**src/rtl/spi_hold_pkg.sv**
```systemverilog
package spi_hold_pkg;

  // Freeze controller states
  typedef enum logic [1:0] {
    HS_RUN     = 2'd0,  // edges pass through
    HS_PEND_P  = 2'd1,  // hold seen with sck high, freeze at next fall
    HS_PAUSED  = 2'd2,  // frozen
    HS_PEND_R  = 2'd3   // hold released with sck high, resume at next fall
  } hold_state_e;

  localparam int HOLD_SYNC_STAGES = 2;

endpackage

```
**src/rtl/spi_hold_sync.sv**
```systemverilog
module spi_hold_sync #(
  parameter int   STAGES  = 2,
  parameter logic RST_VAL = 1'b1
) (
  input  logic clk,
  input  logic rst,
  input  logic d_i,
  output logic q_o
);

  localparam int LAST = STAGES - 1;

  logic [LAST:0] chain_q;

  always_ff @(posedge clk) begin
    if (rst) chain_q <= {STAGES{RST_VAL}};
    else     chain_q <= {chain_q[LAST-1:0], d_i};
  end

  assign q_o = chain_q[LAST];

endmodule

```
**src/rtl/spi_hold_edge.sv**
```systemverilog
module spi_hold_edge (
  input  logic clk,
  input  logic rst,
  input  logic lvl_i,
  output logic rise_o,
  output logic fall_o
);

  logic lvl_q;

  always_ff @(posedge clk) begin
    if (rst) lvl_q <= 1'b0;
    else     lvl_q <= lvl_i;
  end

  assign rise_o = lvl_i & ~lvl_q;
  assign fall_o = ~lvl_i & lvl_q;

endmodule

```
**src/rtl/spi_hold_fsm.sv**
```systemverilog
module spi_hold_fsm
  import spi_hold_pkg::*;
(
  input  logic clk,
  input  logic rst,
  input  logic cs_n_i,
  input  logic sck_i,
  input  logic rise_i,
  input  logic hold_ok_i,
  output logic gate_o,
  output logic active_o,
  output logic paused_o
);

  hold_state_e state_q, state_d;
  logic        active_q;
  logic        paused_q;
  logic        hold_req;

  // hold only counts inside a selected, started transfer
  assign hold_req = ~cs_n_i & active_q & ~hold_ok_i;

  // edges pass only when running and not being frozen this very cycle
  assign gate_o = ~cs_n_i && (state_q == HS_RUN) && !(hold_req && !sck_i);

  always_comb begin
    state_d = state_q;
    if (cs_n_i) begin
      state_d = HS_RUN;
    end else begin
      unique case (state_q)
        HS_RUN:    if (hold_req) state_d = sck_i ? HS_PEND_P : HS_PAUSED;
        HS_PEND_P: if (hold_ok_i) state_d = HS_RUN;
                   else if (!sck_i) state_d = HS_PAUSED;
        HS_PAUSED: if (hold_ok_i) state_d = sck_i ? HS_PEND_R : HS_RUN;
        HS_PEND_R: if (!hold_ok_i) state_d = HS_PAUSED;
                   else if (!sck_i) state_d = HS_RUN;
        default:   state_d = HS_RUN;
      endcase
    end
  end

  always_ff @(posedge clk) begin
    if (rst) begin
      state_q  <= HS_RUN;
      active_q <= 1'b0;
      paused_q <= 1'b0;
    end else begin
      state_q  <= state_d;
      paused_q <= (state_d == HS_PAUSED) || (state_d == HS_PEND_R);
      if (cs_n_i)               active_q <= 1'b0;
      else if (rise_i && gate_o) active_q <= 1'b1;
    end
  end

  assign active_o = active_q;
  assign paused_o = paused_q;

endmodule

```
**src/rtl/spi_hold_gate.sv**
```systemverilog
module spi_hold_gate
  import spi_hold_pkg::*;
#(
  parameter int SYNC_STAGES = HOLD_SYNC_STAGES
) (
  input  logic clk,
  input  logic rst,
  input  logic cs_n_i,
  input  logic sck_i,
  input  logic si_i,
  input  logic hold_n_i,
  input  logic so_oe_req_i,
  output logic sck_rise_en_o,
  output logic sck_fall_en_o,
  output logic si_o,
  output logic so_oe_o,
  output logic paused_o
);

  logic hold_ok;
  logic sck_rise, sck_fall;
  logic gate, active;
  logic rise_q, fall_q, si_q;

  spi_hold_sync #(.STAGES(SYNC_STAGES), .RST_VAL(1'b1)) u_sync (
    .clk (clk),
    .rst (rst),
    .d_i (hold_n_i),
    .q_o (hold_ok)
  );

  spi_hold_edge u_edge (
    .clk    (clk),
    .rst    (rst),
    .lvl_i  (sck_i),
    .rise_o (sck_rise),
    .fall_o (sck_fall)
  );

  spi_hold_fsm u_fsm (
    .clk       (clk),
    .rst       (rst),
    .cs_n_i    (cs_n_i),
    .sck_i     (sck_i),
    .rise_i    (sck_rise),
    .hold_ok_i (hold_ok),
    .gate_o    (gate),
    .active_o  (active),
    .paused_o  (paused_o)
  );

  always_ff @(posedge clk) begin
    if (rst) begin
      rise_q <= 1'b0;
      fall_q <= 1'b0;
      si_q   <= 1'b0;
    end else begin
      rise_q <= sck_rise & gate;
      fall_q <= sck_fall & gate;
      if (sck_rise && gate) si_q <= si_i;
    end
  end

  assign sck_rise_en_o = rise_q;
  assign sck_fall_en_o = fall_q;
  assign si_o          = si_q;

  // immediate output mask from the synchronized hold level
  assign so_oe_o = so_oe_req_i & ~cs_n_i & (hold_ok | ~active);

endmodule

```
**config.mk**
```make
export PLATFORM = sky130hd
export DESIGN_NAME = spi_hold_gate
export DESIGN_NICKNAME = d
export VERILOG_FILES = /design/src/rtl/spi_hold_pkg.sv /design/src/rtl/spi_hold_sync.sv /design/src/rtl/spi_hold_edge.sv /design/src/rtl/spi_hold_fsm.sv /design/src/rtl/spi_hold_gate.sv
export SDC_FILE = /design/constraint.sdc
export NUM_CORES = 1
export LEC_CHECK = 0
export ABC_CLOCK_PERIOD_IN_PS = 1400
export BUFFER_PORTS_ARGS = -buffer_cell sky130_fd_sc_hd__buf_2
export CELL_PAD_IN_SITES_DETAIL_PLACEMENT = 0
export CELL_PAD_IN_SITES_GLOBAL_PLACEMENT = 1
export CORE_AREA = 3 3 40 42
export DETAILED_ROUTE_END_ITERATION = 8
export DIE_AREA = 0 0 43 45
export PLACE_DENSITY_LB_ADDON = 0.1
export RECOVER_POWER = 25
export SLEW_MARGIN = 20
export SYNTH_ARGS = -nofsm -noshare
export SYNTH_HDL_FRONTEND = slang
export SYNTH_SLANG_ARGS = --single-unit
```
**constraint.sdc**
```tcl
create_clock -name clk -period 1.4 [get_ports clk]
set_input_delay 0.28 -clock clk [delete_from_list [all_inputs] [get_ports clk]]
set_output_delay 0.28 -clock clk [all_outputs]
set_load 0.02 [all_outputs]
```
==> results.txt, run 1 <==
# diodes = 0
Routed WL per cell = 10.5 um
Num CTS Buffers = 3
Post-synth top cells = 9 x dfxtp_1, 4 x nor2_1, 3 x nand2_1
area grow syn2layout = 33.6%
Seq. cell area = 183 um^2
Detailed Place HPWL = 537 um
Worst setup EP type = output port
Final period util = 93.3%
mapped cell area = 335 um^2
Comb pwr share = 8.7%
part of the power in registers = 52.7%
Seq cells post-synth = 9
Hold Path Class = primary input to flip-flop
clock slew at the register clock pins of the worst setup and hold paths = 0.06 ns
GP Congestion = 0.621
post-placement cell count = 59
Via Count = 279
router iterations before antenna repair = 2
clock power share = 38.7%
first-iteration detailed-routing DRC count = 1
CP max-delay cell = dfxtp_2
CTS tree = built
post-CTS setup repair buffer count = 0
syn nets = 40
H-tree depth = 1
share of cells above drive strength 1 = 45.8%
FF-to-FF setup slack = 0.42 ns
Async SR Flop Fraction = 0%
Fmax = 0.765 GHz
core area = 1280 um^2
post-synth top area cell = dfxtp_1
CP arrival = 1.03 ns
Max Cap Violations = 0
Ports = 12
Post-Place Worst Slack = 0.295 ns
status = complete, no violations
hold buffer count at CTS = 0
top-count cell post-synth = dfxtp_1
Power Dens Cells = 1140 nW/um^2
clk root buf = clkbuf_4
largest net degree at the start of global routing = 8
synth warn = 0
family with the most delay on the worst path = flip-flops
post-route antenna net violation count = 0
P_leak = 0.000193 uW
Die Span Y = 45 um
Netlist cell types = 17
crit path setup slack, layout = 0.0933 ns
latest clock arrival within the worst-skew pair = 0.25 ns
gr usage total = 8.46%
Worst Clk Skew = 0.00222 ns
CP bufs+invs = 1
min Tclk post-route = 1.31 ns
Non-Filler Instances = 63
worst path required time = 1.12 ns
CP Class = flip-flop to output port
Resized Gates After CTS = 0
internal power = 395 uW
Final Setup Violations = 0
Die Area = 1940 um^2
CP Max Fanout = 3
Worst setup SP type = flip-flop
Port Buffers = 11
grt ovf = 0
Initial Util = 26.1%
Worst Tran Pin Value = 0.281 ns
Max Root-Sink Buffers = 2
sw frac = 22.7%
sequential element share of the synthesized area = 53.7%
Fillers = 142
Post-route DRC = 0
syn_area_per_cell = 10.2 um^2
Std-Cell Rows = 13
area of the multi-input gates = 161 um^2
number of enable flip-flop cells after synthesis = 0
maximum vdd ir drop = 0.569 mV
final setup TNS = 0 ns
Post-Route WL = 663 um
clk sinks = 9
# nets final = 56
RSZ-0062 raised after global routing = false
switching power of the nets = 116 uW
Largest stage delay, worst path = 0.32 ns
Yosys top cell area share = 53.7%
Area contributors post-synth = dfxtp_1 54%, nor2_1 4.5%, nor4b_2 4.5%, nand2b_1 3.7%, nor2b_1 3.7%
Synth Instances = 33
vias in the first global route = 266
worst rel slew slack = 81.3%
initial antenna violation count = 0
Primary FF master, synth = dfxtp_1
die width = 43 um
cell breakdown of the critical path = nor2b_4 > nor3b_2 > buf_4
first-pass GRT wire length = 1130 um
Final Hold Viols = 0
Slew Viols, Final = 0
Avg Vias per Cell = 4.43
-- per-layer routing --
layer / routed length, um / GRT usage, % / up-vias
met1: 280 / 8.82 / 127
li1: - / - / 142
met2: 333 / 13.2 / 10
met4: 0 / 1.81 / 0
met3: 50 / 7.17 / 0
met5: 0 / 0 / -
-- stage by stage --
step | hold slack [ns] | power [uW] | util, % | area [um^2]
5_1_grt | 0.197 | 542 | 34.9 | 448
2_1_floorplan | 0.351 | 297 | - | 335
6_report | 0.205 | 511 | 34.9 | 448
4_1_cts | 0.196 | 518 | 33.9 | 435
3_5_place_dp | 0.396 | 318 | 31.8 | 409
3_3_place_gp | 0.395 | 316 | 31.8 | 409
-- worst paths after layout --
kind,end,startpoint,cells after the start
min reg2reg,u_sync.chain_q[1]$_SDFF_PP1_,u_sync.chain_q[0]$_SDFF_PP1_,1
max,so_oe_o,u_fsm.active_o$_SDFFE_PP0P_,3
min,u_sync.chain_q[0]$_SDFF_PP1_,hold_n_i,2
max reg2reg,si_o$_SDFFE_PP0P_,u_fsm.paused_o$_SDFF_PP0_,3
-- kinds of logic (layout without fill, tap and decap cells) --
group           after synthesis  after routing  share of synthesized area, %
flops                         9              9                          53.7
buf+inv                       1             16                          1.12
simple gates                 19             19                          34.0
mux                           1              1                          2.99
compound gates                3              3                          8.21
-- final cells by class --
type                       instances  area share, %
inverter                           1          0.838
multi-input combinational         23           36.0
clock buffer                       4           5.87
timing repair buffer              11           12.3
tap                               15           4.19
sequential                         9           40.8
-- sequential cells by signal, summed over array words and instances (netlist names) --
name / cells
u_fsm.paused_o: 1
sck_fall_en_o: 1
u_sync.chain_q: 2
u_fsm.active_o: 1
sck_rise_en_o: 1
si_o: 1
u_edge.lvl_q: 1
u_fsm.state_q: 1
-- cell usage in the layout (no fill, tap or decap), drive strengths merged --
| cell type | count |
|---|---|
| o21a | 1 |
| nor2 | 5 |
| nand2b | 2 |
| and3 | 1 |
| or2 | 2 |
| nor3b | 1 |
| inv | 1 |
| a21oi | 1 |
| mux2i | 1 |
| nor4b | 1 |
| clkbuf | 6 |
| or3 | 1 |
| o221a | 1 |
| buf | 9 |
| dfxtp | 9 |
| nor2b | 3 |
| nand2 | 3 |
-- power by group through the flow --
stage / clock [uW] / combinational (uW) / sequential, uW
after global routing: 222 / 49.5 / 270
after CTS: 206 / 43.8 / 268
after detailed placement: 0 / 43.6 / 274
after global placement: 0 / 42.2 / 274
after floorplan: 0 / 19.6 / 277
final: 198 / 44.3 / 269
(Power assumes the default switching activity.)
==> inputs of run 2 (changes only) <==
--- a/config.mk
+++ b/config.mk
@@ -9,10 +9,10 @@
 export BUFFER_PORTS_ARGS = -buffer_cell sky130_fd_sc_hd__buf_2
 export CELL_PAD_IN_SITES_DETAIL_PLACEMENT = 0
 export CELL_PAD_IN_SITES_GLOBAL_PLACEMENT = 1
-export CORE_AREA = 3 3 40 42
+export CORE_AREA = 4 4 41 43
 export DETAILED_ROUTE_END_ITERATION = 8
-export DIE_AREA = 0 0 43 45
-export PLACE_DENSITY_LB_ADDON = 0.1
+export DIE_AREA = 0 0 45 47
+export PLACE_DENSITY = 0.61
 export RECOVER_POWER = 25
 export SLEW_MARGIN = 20
 export SYNTH_ARGS = -nofsm -noshare
==> results.txt, run 2 (same netlist as run 1, synthesis figures left out) <==
status = complete, no violations
Worst Hold Path EP = u_sync.chain_q[0]$_SDFF_PP1_
Detailed Place HPWL = 528 um
Die Span Y = 47 um
Via Count = 276
Final period util = 96.3%
vias in the first global route = 258
clk sinks = 9
Tot Pwr = 511 uW
post-placement cell count = 59
Post-Route WL = 689 um
gr usage total = 8.16%
Num CTS Buffers = 3
Comb pwr share = 8.6%
Largest register FFs = 2
min Tclk post-route = 1.35 ns
Hold Path Class = primary input to flip-flop
internal power = 395 uW
worst path required time = 1.12 ns
worst rel slew slack = 81.4%
Power Dens Cells = 1140 nW/um^2
router iterations before antenna repair = 1
largest net degree at the start of global routing = 8
Std-Cell Rows = 13
H-tree depth = 1
Max Cap Violations = 0
most common cell after layout, fill and taps aside = buf_2
CP Max Fanout = 3
latest clock arrival within the worst-skew pair = 0.25 ns
clock power share = 38.7%
share of cells above drive strength 1 = 44.9%
R2R depth = 3
Final Hold Viols = 0
Fmax = 0.742 GHz
clock slew at the register clock pins of the worst setup and hold paths = 0.06 ns
post-route antenna net violation count = 0
CTS tree = built
Final Setup Violations = 0
Max Root-Sink Buffers = 2
Avg Vias per Cell = 4.31
first-iteration detailed-routing DRC count = 0
Worst Clk Skew = 0.00113 ns
FF-to-FF setup slack = 0.43 ns
Worst Tran Pin Value = 0.278 ns
Non-Filler Instances = 64
# nets final = 57
final core occ = 34.4%
clk root buf = clkbuf_4
part of the power in registers = 52.7%
Routed WL per cell = 10.8 um
worst r2r src = u_fsm.paused_o$_SDFF_PP0_
first-pass GRT wire length = 1190 um
sw frac = 22.7%
Slew Viols, Final = 0
post-route design area = 448 um^2
GP Congestion = 0.672
grt ovf = 0
Die Area = 2120 um^2
Cell Area, Placed = 409 um^2
reg2reg end = si_o$_SDFFE_PP0P_
Ports = 12
P_leak = 0.000195 uW
area grow syn2layout = 33.6%
Largest Register = u_sync.chain_q
final setup TNS = 0 ns
Hold Crit Start = hold_n_i
CP Class = flip-flop to output port
commonest cells after routing, fill and taps aside = 9 x buf_2, 7 x dfxtp_1, 4 x nor2_1
Worst setup SP type = flip-flop
# diodes = 0
Post-route DRC = 0
Worst setup EP type = output port
die width = 45 um
maximum vdd ir drop = 0.499 mV
CP arrival = 1.07 ns
Port Buffers = 11
switching power of the nets = 116 uW
initial antenna violation count = 0
core area = 1300 um^2
Hold Crit Depth = 2
RSZ-0062 raised after global routing = false
Initial Util = 25.8%
==> run 2: cell type report <==
type                            count  area [um^2]
Clock buffer                        4         26.3
Sequential cell                     9          183
Multi-Input combinational cell     23          156
Tap cell                           15         18.8
Inverter                            1         3.75
Fill cell                         151          853
Timing Repair Buffer               12         60.1
==> run 2: power groups by stage <==
stage                     clock (uW)  combinational [uW]  sequential, uW
after floorplan                    0                19.6             277
after global placement             0                42.0             274
after detailed placement           0                43.7             274
after CTS                        208                43.8             268
after global routing             230                48.0             270
final                            198                43.9             269
==> run 2: what timing repair did <==
action,CTS,global route
setup endpoints to repair,0,1
setup buffers,0,1
hold buffers,0,0
resized for setup,0,3
==> run 2: per-layer routing <==
layer	vias to the layer above	share of wire (%)	global-route usage, %
met4	0	1.5	7.02
met5	-	0	0
met3	2	6.8	2.30
met2	7	50	13.0
li1	142	-	-
met1	125	42	8.92
==> run 2: how the worst max path moves through the flow <==
stage                                      startpoint      end  depth (start not counted)  slack, ns
final                     u_fsm.active_o$_SDFFE_PP0P_  so_oe_o                          3       0.05
after global routing      u_fsm.active_o$_SDFFE_PP0P_  so_oe_o                          3       0.01
after CTS                 u_fsm.active_o$_SDFFE_PP0P_  so_oe_o                          3       0.02
after detailed placement  u_fsm.active_o$_SDFFE_PP0P_  so_oe_o                          3       0.31
after global placement    u_fsm.active_o$_SDFFE_PP0P_  so_oe_o                          3       0.33
after floorplan           u_fsm.active_o$_SDFFE_PP0P_  so_oe_o                          2       0.15
==> run 2: through the flow <==
step	setup slack [ns]	hold slack, ns
after detailed placement	0.309	0.394
final	0.0516	0.206
after CTS	0.0157	0.196
after global placement	0.330	0.394
after floorplan	0.146	0.351
after global routing	0.0101	0.198
==> run 2: critical path, cell delays in order, from the launching register on <==
cell and delay [ns]:
dfxtp_2 0.33, nor2b_4 0.13, nor3b_1 0.17, buf_2 0.19
